<file path="config.mk">
export PLATFORM = sky130hd
export DESIGN_NAME = dropFifoSink
export DESIGN_NICKNAME = d
export VERILOG_FILES = /design/src/rtl/dropFifoPkg.sv /design/src/rtl/dropFifoCtrl.sv /design/src/rtl/dropFifoStore.sv /design/src/rtl/dropFifoSink.sv
export SDC_FILE = /design/constraint.sdc
export NUM_CORES = 1
export LEC_CHECK = 0
export BUFFER_PORTS_ARGS = -buffer_cell sky130_fd_sc_hd__buf_2
export CORE_MARGIN = 5
export CORE_UTILIZATION = 40
export CTS_BUF_LIST = sky130_fd_sc_hd__clkbuf_4 sky130_fd_sc_hd__clkbuf_8
export CTS_CLUSTER_SIZE = 12
export DETAILED_ROUTE_END_ITERATION = 8
export PLACE_DENSITY = 0.63
export SYNTH_ARGS = -nofsm -noshare
export SYNTH_HDL_FRONTEND = slang
export SYNTH_SLANG_ARGS = --single-unit
</file>
<file path="constraint.sdc">
create_clock -name clk -period 3.2 [get_ports clk]
set_input_delay 0.32 -clock clk [delete_from_list [all_inputs] [get_ports clk]]
set_output_delay 0.32 -clock clk [all_outputs]
set_load 0.01 [all_outputs]
</file>
<file path="src/rtl/dropFifoPkg.sv">
package dropFifoPkg;
  // Strobes from control to storage for one clock edge
  typedef struct packed {
    logic push;
    logic pop;
  } fifoStrobes_t;
endpackage

</file>
<file path="src/rtl/dropFifoCtrl.sv">
module dropFifoCtrl
  import dropFifoPkg::*;
#(
  parameter int DEPTH = 8,
  parameter int CNT_W = $clog2(DEPTH) + 1
) (
  input  logic             clk,
  input  logic             rstN,
  input  logic             wrValid,
  input  logic             cntRead,
  input  logic             popReady,
  output fifoStrobes_t     strb,
  output logic             fullFlag,
  output logic             emptyFlag,
  output logic             popValid,
  output logic [CNT_W-1:0] cntValue
);
  localparam int AW = $clog2(DEPTH);
  localparam int LW = AW + 1;

  logic [LW-1:0]    level;
  logic [CNT_W-1:0] acceptCnt;
  logic             popFire;
  logic             accept;
  logic             atMax;

  assign emptyFlag = (level == '0);
  assign fullFlag  = (level == LW'(DEPTH));
  assign popValid  = !emptyFlag;
  assign popFire   = popReady && !emptyFlag;
  // a pop in the same cycle frees a slot for the incoming word
  assign accept    = wrValid && (!fullFlag || popFire);
  assign atMax     = &acceptCnt;
  assign cntValue  = acceptCnt;

  assign strb.push = accept;
  assign strb.pop  = popFire;

  always_ff @(posedge clk) begin
    if (!rstN) begin
      level <= '0;
    end else begin
      case ({accept, popFire})
        2'b10:   level <= level + LW'(1);
        2'b01:   level <= level - LW'(1);
        default: level <= level;
      endcase
    end
  end

  always_ff @(posedge clk) begin
    if (!rstN) begin
      acceptCnt <= '0;
    end else if (cntRead) begin
      acceptCnt <= accept ? CNT_W'(1) : '0;
    end else if (accept && !atMax) begin
      acceptCnt <= acceptCnt + CNT_W'(1);
    end
  end


  full_hold_chk: assert property (@(posedge clk) disable iff (!rstN)
    (fullFlag && !popReady) |=> fullFlag);


  flag_excl_chk: assert property (@(posedge clk) disable iff (!rstN)
    !(fullFlag && emptyFlag));


  empty_pop_chk: assert property (@(posedge clk) disable iff (!rstN)
    (emptyFlag && !wrValid) |=> emptyFlag);


  cnt_clear_chk: assert property (@(posedge clk) disable iff (!rstN)
    (cntRead && !wrValid) |=> (cntValue == '0));


  cnt_restart_chk: assert property (@(posedge clk) disable iff (!rstN)
    (cntRead && wrValid && !fullFlag) |=> (cntValue == CNT_W'(1)));


  cnt_idle_chk: assert property (@(posedge clk) disable iff (!rstN)
    (!cntRead && !wrValid) |=> $stable(cntValue));
endmodule

</file>
<file path="src/rtl/dropFifoStore.sv">
module dropFifoStore
  import dropFifoPkg::*;
#(
  parameter int DEPTH  = 8,
  parameter int DATA_W = 16
) (
  input  logic              clk,
  input  logic              rstN,
  input  fifoStrobes_t      strb,
  input  logic [DATA_W-1:0] wrData,
  output logic [DATA_W-1:0] popData
);
  localparam int AW = $clog2(DEPTH);

  logic [DATA_W-1:0] mem [DEPTH];
  logic [AW-1:0]     wrPtr;
  logic [AW-1:0]     rdPtr;

  always_ff @(posedge clk) begin
    if (!rstN) begin
      wrPtr <= '0;
      rdPtr <= '0;
    end else begin
      if (strb.push) wrPtr <= wrPtr + AW'(1);
      if (strb.pop)  rdPtr <= rdPtr + AW'(1);
    end
  end

  always_ff @(posedge clk) begin
    if (strb.push) mem[wrPtr] <= wrData;
  end

  assign popData = mem[rdPtr];


  ptr_step_chk: assert property (@(posedge clk) disable iff (!rstN)
    !strb.push |=> $stable(wrPtr));
endmodule

</file>
<file path="src/rtl/dropFifoSink.sv">
module dropFifoSink
  import dropFifoPkg::*;
#(
  parameter int DEPTH  = 8,
  parameter int DATA_W = 16,
  parameter int CNT_W  = $clog2(DEPTH) + 1
) (
  input  logic              clk,
  input  logic              rstN,
  input  logic              wrValid,
  input  logic [DATA_W-1:0] wrData,
  input  logic              cntRead,
  output logic [CNT_W-1:0]  cntValue,
  output logic              popValid,
  input  logic              popReady,
  output logic [DATA_W-1:0] popData,
  output logic              fullFlag,
  output logic              emptyFlag
);
  fifoStrobes_t strb;

  dropFifoCtrl #(.DEPTH(DEPTH), .CNT_W(CNT_W)) u_ctrl (
    .clk(clk), .rstN(rstN), .wrValid(wrValid), .cntRead(cntRead),
    .popReady(popReady), .strb(strb), .fullFlag(fullFlag),
    .emptyFlag(emptyFlag), .popValid(popValid), .cntValue(cntValue)
  );

  dropFifoStore #(.DEPTH(DEPTH), .DATA_W(DATA_W)) u_store (
    .clk(clk), .rstN(rstN), .strb(strb), .wrData(wrData), .popData(popData)
  );
endmodule

</file>
======== Word-level counts from Yosys, hierarchy flattened ========
Memories as Yosys holds them, arrays and structs flattened. A register that Yosys moved wholly into a read port is not among the register bits.
Cells that the tools add are included.
word-level totals
  memories ................................ 1
  output and inout port bits .............. 23
  word-level logic and storage cells ...... 32
  memory bits (writable) .................. 128
  bits in registers ....................... 14
  input port bits ......................... 21
memory list
  name         depth  bits a word  read ports  clocked after Yosys merged registers in  wr ports  RTL line             RTL
  u_store.mem  8      16           1           1                                        1         dropFifoStore.sv:15  logic [DATA_W-1:0] mem [DEPTH];
operators by class
  $add $sub $neg .......................... 5
  equal/unequal tests ..................... 3
  reductions and logical operators ........ 11
  mux-type cells .......................... 8
operators with widths
  kind                 number
  $add 4x1->4 const B  2
  $mux 4               2
  $pmux 4 s2           1
  $add 3x1->3 const B  2
  $mux 3               2
  $eq 4x4->1 const B   1
  $logic_not 4->1      1
  $reduce_and 4->1     1
  $reduce_bool 2->1    2
  $sub 4x1->4 const B  1
  $logic_and 1x1->1    3
  $logic_not 1->1      3
  $mux 1               3
  $eq 2x1->1 const B   1
  $eq 2x2->1 const B   1
  $logic_or 1x1->1     1

======== Longest topological paths before layout ========
Gate-level depths: netlist (run 1).
  word-level depth ........................ 8
  depth in mapped cells ................... 12
  gate-level depth less buffers ........... 10

======== Cells and area by module ========
Synthesis (run 1) repeated with hierarchy kept, for this count alone.
unflattened totals
  cells, all modules ...................... 285
  area, all modules ....................... 5810.6 µm²
modules (own cells, without submodules)
  module         instances  area each (µm²)  sequential area each (µm²)  cells each
  dropFifoStore  1          5282.6           4023.9                      225
  dropFifoCtrl   1          528.0            160.2                       60

======== Worst setup path after synthesis (run 1) ========
No wires, ideal clock.
  path type ............................... flip-flop to flip-flop
  start point ............................. register u_ctrl.level[1]
  end point ............................... memory u_store.mem[0][0], enable pin
  stages on the path, launching flop included .. 7
  buffers on the path ..................... 2
  setup time .............................. 0.430 ns
  period minus slack after synthesis ...... 2.865 ns
  required time ........................... 2.770 ns
  slack ................................... 0.335 ns
  arrival ................................. 2.435 ns
  path through ............................ dfxtp_1 -> buf_6 -> or4b_4 -> o21a_4 -> inv_6 -> buf_12 -> nor4_1
on the way
  longest elaborated chain between the ends .. 7
  elaborated cells on any way between the ends .. 9
  those cells by class .................... eq/ne: 1; mux: 2; reduce/logical: 6
ends and longest elaborated chain
  element                           RTL line             RTL
  from (decl)                       dropFifoCtrl.sv:21   logic [LW-1:0] level;
  from (signal assigned)            dropFifoCtrl.sv:44   2'b10: level <= level + LW'(1);
  from (signal assigned)            dropFifoCtrl.sv:45   2'b01: level <= level - LW'(1);
  from (signal assigned)            dropFifoCtrl.sv:46   default: level <= level;
  $logic_not 4->1                   dropFifoCtrl.sv:27   assign emptyFlag = (level == '0);
  $logic_not 1->1                   dropFifoCtrl.sv:30   assign popFire = popReady && !emptyFlag;
  $logic_and 1x1->1                 dropFifoCtrl.sv:30
  $logic_or 1x1->1 (*)              dropFifoCtrl.sv:32   assign accept = wrValid && (!fullFlag || popFire);
  $logic_and 1x1->1 (*)             dropFifoCtrl.sv:32
  $mux 1 (*)                        dropFifoStore.sv:30  if (strb.push) mem[wrPtr] <= wrData;
  $mux 1 (not written as such) (*)  dropFifoStore.sv:30
  to (decl)                         dropFifoStore.sv:15
Every way passes the cells marked *; elsewhere a longest branch is shown, timed or not.

======== Worst setup path in the final report (run 1) ========
  start point ............................. register u_ctrl.level[1]
  end point ............................... register u_ctrl.level[2]
on the way
  longest elaborated chain between the ends .. 7
  elaborated cells on any way between the ends .. 13
  those cells by class .................... add/sub: 2; eq/ne: 3; mux: 1; reduce/logical: 7
ends and longest elaborated chain
  element                                                 RTL line            RTL
  $logic_not 4->1                                         dropFifoCtrl.sv:27
  $logic_not 1->1                                         dropFifoCtrl.sv:30
  $logic_and 1x1->1                                       dropFifoCtrl.sv:30
  $logic_or 1x1->1                                        dropFifoCtrl.sv:32
  $logic_and 1x1->1                                       dropFifoCtrl.sv:32
  $eq 2x1->1 / $eq 2x2->1 (equally long branches)         dropFifoCtrl.sv:43  case ({accept, popFire})
  $pmux 4 s2 / $reduce_bool 2->1 (equally long branches)  n/a
Several ways; a longest one is shown, not always the timed one.
A chain may end at the register's enable or synchronous reset.

==> results of run 1 <==
[power by group]
group | leakage (nW) | switching [mW] | total, mW | internal, mW
registers | 1.30 | 0.0910 | 2.25 | 2.16
logic | 0.694 | 0.431 | 0.920 | 0.489
clock network | 0.205 | 0.671 | 1.51 | 0.843
total | 2.20 | 1.19 | 4.69 | 3.49
[logic make-up (layout without fill, tap and decap cells)]
| logic type | Yosys count | after routing | share of synthesized area [%] |
|---|---|---|---|
| adder cells (fa/ha/maj) | 6 | 6 | 1.32 |
| multiplexers | 50 | 50 | 16.1 |
| AND/OR/NAND/NOR | 44 | 44 | 4.23 |
| buffers and inverters | 19 | 93 | 1.84 |
| flip-flops | 145 | 145 | 73.3 |
| AO/OA/AOI/OAI | 18 | 18 | 2.24 |
| XOR/XNOR | 6 | 6 | 0.921 |
[routing by layer]
metal	routed length (um)	global-route usage (%)	up-vias	part of all wire, %
li1	-	-	1285	-
met1	4590	17.5	1444	44
met2	5240	21.7	56	50
met3	474	3.92	10	4.5
met4	130	4.95	0	1.2
met5	0	0	-	0
[flip-flops by register name (all words and copies together), names as in the netlist, named ones only]
| signal | cells |
|---|---|
| u_ctrl.level | 4 |
| u_ctrl.cntValue | 4 |
| u_store.rdPtr | 3 |
| u_store.mem | 128 |
| u_store.wrPtr | 3 |
[per-stage QoR]
| step | util (%) | setup slack, ns | total power [mW] | hold slack [ns] |
|---|---|---|---|---|
| final | 47.5 | 0.556 | 4.69 | 0.153 |
| after global routing | 47.5 | 0.436 | 4.93 | 0.111 |
| after CTS | 47.5 | 0.537 | 4.75 | 0.124 |
| after detailed placement | 44.5 | 0.559 | 3.24 | 0.486 |
| after global placement | 44.5 | 0.643 | 3.21 | 0.465 |
| after floorplan | - | 0.335 | 2.95 | 0.419 |
[worst max-delay path, stage by stage (launching register included)]
cell and delay, ns:
dfxtp_1 0.38, or4b_4 0.54, o21a_4 0.25, inv_6 0.13
ha_1 0.27, xor2_1 0.19, ha_1 0.16, a21oi_1 0.05
xor2_1 0.15, or3_1 0.30, a21boi_0 0.15
[cell type report]
type | count | area (um2)
clock buffers | 17 | 234
clock inverters | 15 | 191
fillers | 1180 | 7310
inverters | 6 | 27.5
multi-input cells | 124 | 1440
flip-flops and latches | 145 | 4190
well taps | 180 | 225
repair buffers | 55 | 318
[path summary, 6_finish.rpt]
path                                      from                            to  cells after the start
hold reg to reg   u_ctrl.level[3]$_SDFFE_PN0P_  u_ctrl.level[3]$_SDFFE_PN0P_                      2
hold / removal                       wrData[4]   u_store.mem[3][4]$_DFFE_PP_                      1
setup reg to reg  u_ctrl.level[1]$_SDFFE_PN0P_  u_ctrl.level[2]$_SDFFE_PN0P_                     10
setup / recovery  u_ctrl.level[1]$_SDFFE_PN0P_  u_ctrl.level[2]$_SDFFE_PN0P_                     10
[placed cells by master, fill, tap and decap left out, types with 6 or more instances in the layout]
master / count
buf_4: 11
edfxtp_1: 128
mux4_2: 32
clkbuf_8: 17
nand2_1: 9
dfxtp_1: 16
ha_1: 6
mux2_2: 16
buf_2: 43
==> impl_metrics.json, run 1 <==
{
  "hpwl_um": 6390,
  "hold_violations": 0,
  "synth_cells": 288,
  "syn-num-nets": 315,
  "finalNetCount": 376,
  "status": "finished, final reports clean",
  "ios": 44,
  "required_ns": 3.56,
  "grt_overflow": 0,
  "synth-main-ff-cell": "edfxtp_1",
  "ys_seq_area_share_pct": 73.3,
  "ys_ff_latch": 145,
  "grt_pass1_vias": 2953,
  "slew_viol_final": 0,
  "dpl_cell_area_um2": 6200,
  "cts_buffer_depth": 2,
  "drc": 0,
  "finish.instance_area_um2": 6630,
  "synth_commonest_cells": "edfxtp_1, mux4_2, dfxtp_1",
  "peakVddDrop_uv": 271,
  "synth_area_leaders": "edfxtp_1, mux4_2, dfxtp_1, mux2_2, ha_1",
  "die_w_um": 129,
  "cp_max_fo": 15,
  "die_h_um": 129,
  "place.gp.congestion": 0.778,
  "drive_gt1_share_pct": 40.1,
  "portBuffers": 43,
  "areaGrowthSynthToFinish_pct": 16.1,
  "fp.dieArea_um2": 16800,
  "fin_tns_setup_ns": 0,
  "synth_warnings": 0,
  "rsz0062_at_grt": "false",
  "hp-class": "in2reg",
  "clk-insertion-delay-late_ns": 0.43,
  "synth_edf_count": 128,
  "power_leakage_nw": 2.20,
  "start_util_pct": 41.0,
  "synth_top_area_share_pct": 67.4,
  "vias": 2795,
  "end_kind": "flop",
  "slew_headroom_pct": 35.6,
  "syn-mean-instance-area_um2": 19.8,
  "yosys.area.top_type": "edfxtp_1",
  "grt_max_degree": 33,
  "h-tree-depth": 4,
  "setup_violations": 0,
  "firstDrtPassIters": 4,
  "core_um2": 13900,
  "synthArstFlopShare_pct": 0,
  "synth.most_common_cell": "edfxtp_1",
  "fmax_ghz": 0.378,
  "first_iter_violations": 197,
  "cts-resized-gates": 0,
  "antenna_found_initial": 0,
  "clkTransAtPathRegs_ns": 0.08,
  "cts_setup_buffers": 0,
  "crit_arrival_ns": 3.00,
  "ant_nets": 0,
  "cts.sink_count": 145,
  "hold_buffers": 0,
  "routedWlPerCell_um": 19.3,
  "vias_per_cell": 5.16,
  "placedCellCount": 510,
  "worstSetupPathType": "reg2reg",
  "final_cells": 542,
  "grt_usage_pct": 13.5,
  "critPathLaunchType": "flop",
  "cts_root_buf": "clkbuf_8",
  "post_synth_num_cell_types": 41,
  "period_needed_ns": 2.64,
  "cellPowerDensity_nw_per_um2": 707,
  "cts_made_buffers": 17,
  "tightest_slew_ns": 0.964,
  "maxCapViolCount": 0,
  "drt-total-wl_um": 10400,
  "grt_pass1_wl_um": 16400,
  "r2r_setup_slack_ns": 0.56,
  "tritoncts": "built",
  "min_period_over_period_pct": 82.6,
  "rows": 43,
  "antenna_cells": 0,
  "skew_ns": 0.00707,
  "netlist_area_um2": 5710
}
Power figures use the tool's default switching activity.
==> run 2, diff against run 1 <==
Settings changed: PLACE_DENSITY 0.63 to 0.65.
Clock period 3.2 ns to 2.28 ns, I/O delays scaled along.
==> impl_metrics.json, run 2 (synthesis results as in run 1) <==
{
  "hold_violations": 0,
  "top_register": "u_store.mem",
  "final_cell_mix": "edfxtp_1, mux4_2, buf_2",
  "grt_pass1_vias": 3083,
  "dpl_cell_area_um2": 6320,
  "skew_ns": 0.00864,
  "power.net_switching_mw": 1.72,
  "power_leakage_nw": 2.33,
  "drc": 0,
  "rows": 43,
  "cp.depth": 10,
  "cellPowerDensity_nw_per_um2": 979,
  "path_buf_inv": 1,
  "place.gp.congestion": 0.746,
  "hpwl_um": 6180,
  "worstSetupPathType": "reg2reg",
  "ios": 44,
  "ant_nets": 0,
  "crit_arrival_ns": 2.69,
  "hp-class": "in2reg",
  "finish.instance_area_um2": 6900,
  "drt-total-wl_um": 10800,
  "fillers": 1148,
  "tritoncts": "built",
  "first_iter_violations": 205,
  "layout_commonest_cell": "edfxtp_1",
  "grt_max_degree": 33,
  "status": "finished, violations left",
  "die_h_um": 129,
  "cts.sink_count": 145,
  "setup_ws_ns": -0.0445,
  "clkTransAtPathRegs_ns": 0.08,
  "peakVddDrop_uv": 675,
  "antenna_found_initial": 0,
  "dp_slack_ns": -0.0818,
  "areaGrowthSynthToFinish_pct": 21.0,
  "crit_path_cell_trace": "or4b_4 -> o21a_4 -> inv_6 -> ha_4 -> xor2_2 -> ha_2 -> a21oi_2 -> xor2_1 -> or3_1 -> a21boi_1",
  "clk-insertion-delay-late_ns": 0.43,
  "critPathLaunchType": "flop",
  "swShare_pct": 25.5,
  "max_stage_delay_ns": 0.53,
  "maxCapViolCount": 0,
  "grt_pass1_wl_um": 16700,
  "rsz0062_at_grt": "true",
  "slew_headroom_pct": 49.0,
  "hold_buffers": 0,
  "slew_viol_final": 0,
  "cp_top_family": "simple AND/OR/NAND/NOR gates",
  "fmax_ghz": 0.430,
  "core_um2": 13900,
  "internal-power_mw": 5.04,
  "required_ns": 2.64,
  "cts_made_buffers": 17,
  "firstDrtPassIters": 4,
  "violations": "setup timing",
  "vias": 2833,
  "grt_overflow": 0,
  "cts_root_buf": "clkbuf_8",
  "routedWlPerCell_um": 19.5,
  "r2r_setup_slack_ns": -0.04,
  "worstRegToRegCells": 10,
  "min_path_cells": 1,
  "die_w_um": 129,
  "vias_per_cell": 5.10,
  "drive_gt1_share_pct": 43.7,
  "finalNetCount": 389,
  "start_util_pct": 41.0,
  "fp.dieArea_um2": 16800,
  "clockPowerShare_pct": 27.4,
  "seqPwrFrac_pct": 46.5,
  "setup_violations": 1,
  "antenna_cells": 0,
  "combinationalPowerShare_pct": 26.1,
  "power_mw": 6.76,
  "portBuffers": 43,
  "cts_buffer_depth": 2,
  "period_needed_ns": 2.32,
  "slowest_stage": "or4b_4",
  "min_period_over_period_pct": 102,
  "h-tree-depth": 4,
  "grt_usage_pct": 13.6,
  "cp_max_fo": 6,
  "end_kind": "flop",
  "tightest_slew_ns": 0.762,
  "largest_register_ffs": 128
}
[run 2: cell types whose count changed in the layout (fill, tap and decap cells not counted), moves of 3 or more]
cell / before / now
clkinv_1: 1 / 4
buf_2: 43 / 32
buf_4: 11 / 19
mux2_4: 0 / 11
dfxtp_1: 16 / 13
mux2_2: 16 / 5
buf_6: 0 / 11
[run 2: layout make-up]
| class | instances | area [um2] | area share [%] |
|---|---|---|---|
| timing repair buffer | 68 | 564 | 8.17 |
| clock inverter | 13 | 119 | 1.72 |
| sequential | 145 | 4190 | 60.7 |
| clock buffer | 19 | 249 | 3.61 |
| inverter | 6 | 27.5 | 0.399 |
| multi-input combinational | 124 | 1530 | 22.1 |
| tap | 180 | 225 | 3.26 |
[run 2: final timing paths]
kind                                startpoint                           end
setup / recovery  u_ctrl.level[2]$_SDFFE_PN0P_  u_ctrl.level[2]$_SDFFE_PN0P_
hold / removal                       wrData[6]   u_store.mem[0][6]$_DFFE_PP_
setup reg to reg  u_ctrl.level[2]$_SDFFE_PN0P_  u_ctrl.level[2]$_SDFFE_PN0P_
hold reg to reg   u_ctrl.level[3]$_SDFFE_PN0P_  u_ctrl.level[3]$_SDFFE_PN0P_
[run 2: power by group through the flow]
stage | Combinational, mW | Clock, mW | Sequential [mW]
finish | 1.76 | 1.85 | 3.14
global route | 1.93 | 2.04 | 3.16
CTS | 1.55 | 1.91 | 3.13
detailed placement | 1.47 | 0 | 3.18
global placement | 1.45 | 0 | 3.16
floorplan | 1.01 | 0 | 3.15
[run 2: repair_timing]
item,in CTS,in global routing
gates cloned,1,2
gates resized for setup,6,26
setup buffers,1,0
setup endpoints to repair,16,15
pin swaps,1,2
[run 2: routing by layer]
layer  part of all wire [%]  vias up  track usage [%]
li1                       -     1306                -
met3                    5.1       12             4.00
met5                      0        -                0
met1                     45     1449             17.3
met4                    1.1        0             5.07
met2                     49       66             22.4
[run 2: stage by stage]
stage          hold slack (ns)  setup TNS, ns  cells  util (%)
4_1_cts                 0.0301        -0.0463    553      48.3
3_5_place_dp             0.475        -0.0818    519      45.3
3_3_place_gp             0.463       -0.00641    519      45.3
6_report                0.0630        -0.0445    555      49.5
5_1_grt                 0.0360         -0.238    555      49.5
2_1_floorplan            0.327          -8.35    288         -
==> run 3, diff against run 2 <==
Settings changed: PLACE_DENSITY 0.65 to default, PLACE_DENSITY_LB_ADDON from default to 0.1.
==> impl_metrics.json, run 3 (synthesis results as in run 1) <==
{
  "status": "finished, violations left",
  "violations": "setup timing",
  "setup_violations": 1,
  "drt-total-wl_um": 11000,
  "place.gp.congestion": 0.752,
  "grt_usage_pct": 14.2,
  "period_needed_ns": 2.31,
  "cpMostUsedCell": "xor2_1",
  "seqPwrFrac_pct": 45.1,
  "crit_arrival_ns": 2.68,
  "required_ns": 2.65,
  "die_h_um": 129,
  "die_w_um": 129,
  "setup_ws_ns": -0.0258,
  "firstDrtPassIters": 4,
  "slowest_stage": "or4b_4",
  "h-tree-depth": 4,
  "grt_pass1_wl_um": 17100,
  "hold_start": "wrData[9]",
  "rsz0062_at_grt": "true",
  "cp_top_family": "simple AND/OR/NAND/NOR gates",
  "skew_ns": 0.00712,
  "cellPowerDensity_nw_per_um2": 992,
  "layout_commonest_cell": "edfxtp_1",
  "top_register": "u_store.mem",
  "path_buf_inv": 1,
  "hold_buffers": 0,
  "grt_overflow": 0,
  "fmax_ghz": 0.434,
  "core_um2": 13900,
  "fp.dieArea_um2": 16800,
  "hold_violations": 0,
  "combinationalPowerShare_pct": 25.6,
  "grt_util_met2_pct": 23.4,
  "drive_gt1_share_pct": 43.4,
  "cp_max_fo": 3,
  "hp-class": "in2reg",
  "hpwl_um": 6260,
  "worstSetupPathType": "reg2reg",
  "rows": 43,
  "cts_root_buf": "clkbuf_8",
  "cts_buffer_depth": 2,
  "areaGrowthSynthToFinish_pct": 22.0,
  "first_iter_violations": 169,
  "end_kind": "flop",
  "met3_usage_pct": 4.53,
  "slew_headroom_pct": 75.8,
  "portBuffers": 43,
  "grt_util_met1_pct": 17.9,
  "ios": 44,
  "cts_made_buffers": 17,
  "finalNetCount": 390,
  "power.net_switching_mw": 1.78,
  "ant_nets": 0,
  "critPathLaunch": "u_ctrl.level[0]$_SDFFE_PN0P_",
  "critPathLaunchType": "flop",
  "vias_per_cell": 5.08,
  "tritoncts": "built",
  "clk-insertion-delay-late_ns": 0.44,
  "slew_viol_final": 0,
  "power_leakage_nw": 2.36,
  "postLayoutCoreUtil_pct": 50.0,
  "swShare_pct": 25.8,
  "grt_most_used_layer": "met2",
  "fillers": 1167,
  "max_stage_delay_ns": 0.55,
  "maxCapViolCount": 0,
  "r2r_start": "u_ctrl.level[0]$_SDFFE_PN0P_",
  "start_util_pct": 41.0,
  "holdWs_ns": 0.0553,
  "vias": 2823,
  "final_cell_mix": "edfxtp_1, mux4_2, buf_2",
  "clockPowerShare_pct": 29.3,
  "tightest_slew_ns": 0.363,
  "antenna_cells": 0,
  "crit_path_cell_trace": "or4b_4 -> o21a_4 -> clkinv_4 -> ha_4 -> xor2_1 -> ha_2 -> a21oi_2 -> xor2_1 -> or3_1 -> a21boi_1",
  "largest_register_ffs": 128,
  "min_period_over_period_pct": 101,
  "grt_max_degree": 33,
  "peakVddDrop_uv": 461,
  "drc": 0,
  "antenna_found_initial": 0,
  "routedWlPerCell_um": 19.8,
  "cts.sink_count": 145,
  "internal-power_mw": 5.12,
  "clkTransAtPathRegs_ns": 0.07,
  "grt_pass1_vias": 2950
}
run 3: final timing paths:
check,end,slack (ns),depth (start not counted)
worst min register to register,u_ctrl.level[3]$_SDFFE_PN0P_,0.50,2
worst max register to register,u_ctrl.level[2]$_SDFFE_PN0P_,-0.03,10
worst min-delay path,u_store.mem[0][9]$_DFFE_PP_,0.06,1
worst max-delay path,u_ctrl.level[2]$_SDFFE_PN0P_,-0.03,10
run 3: per-stage QoR:
| step | cells | cell area [um2] | setup TNS, ns | power, mW | setup WS [ns] |
|---|---|---|---|---|---|
| 6_report | 556 | 6960 | -0.0258 | 6.91 | -0.0258 |
| 5_1_grt | 556 | 6960 | -0.434 | 7.25 | -0.121 |
| 4_1_cts | 558 | 6920 | -0.0470 | 6.96 | -0.0470 |
| 3_5_place_dp | 520 | 6350 | -0.0331 | 4.66 | -0.0331 |
| 3_3_place_gp | 520 | 6350 | 0 | 4.64 | 0.0336 |
| 2_1_floorplan | 288 | 5730 | -8.35 | 4.16 | -0.171 |
run 3: power groups by stage:
stage          logic, mW  clock network (mW)  registers (mW)
2_1_floorplan       1.01                   0            3.15
3_3_place_gp        1.48                   0            3.15
3_5_place_dp        1.50                   0            3.16
4_1_cts             1.77                2.08            3.11
5_1_grt             1.93                2.19            3.13
6_report            1.77                2.02            3.11
run 3: repair_timing:
item | in CTS | in global routing
endpoints found under the hold margin | 0 | 0
gates cloned | 3 | 0
resized for setup | 16 | 19
pin swaps | 1 | 0
setup buffers | 3 | 0
setup endpoints to repair | 17 | 18
run 3: layer usage:
layer | part of all wire (%) | vias up
met5 | 0 | -
met4 | 1.2 | 0
met3 | 3.9 | 13
met2 | 51 | 49
met1 | 44 | 1443
li1 | - | 1318
run 3: layout make-up:
class	instances	area [um2]	area share (%)
clock buffer	17	234	3.36
clock inverter	15	168	2.41
sequential	145	4190	60.2
timing repair buffer	69	606	8.70
inverter	6	27.5	0.395
tap	180	225	3.24
multi-input combinational	124	1510	21.7
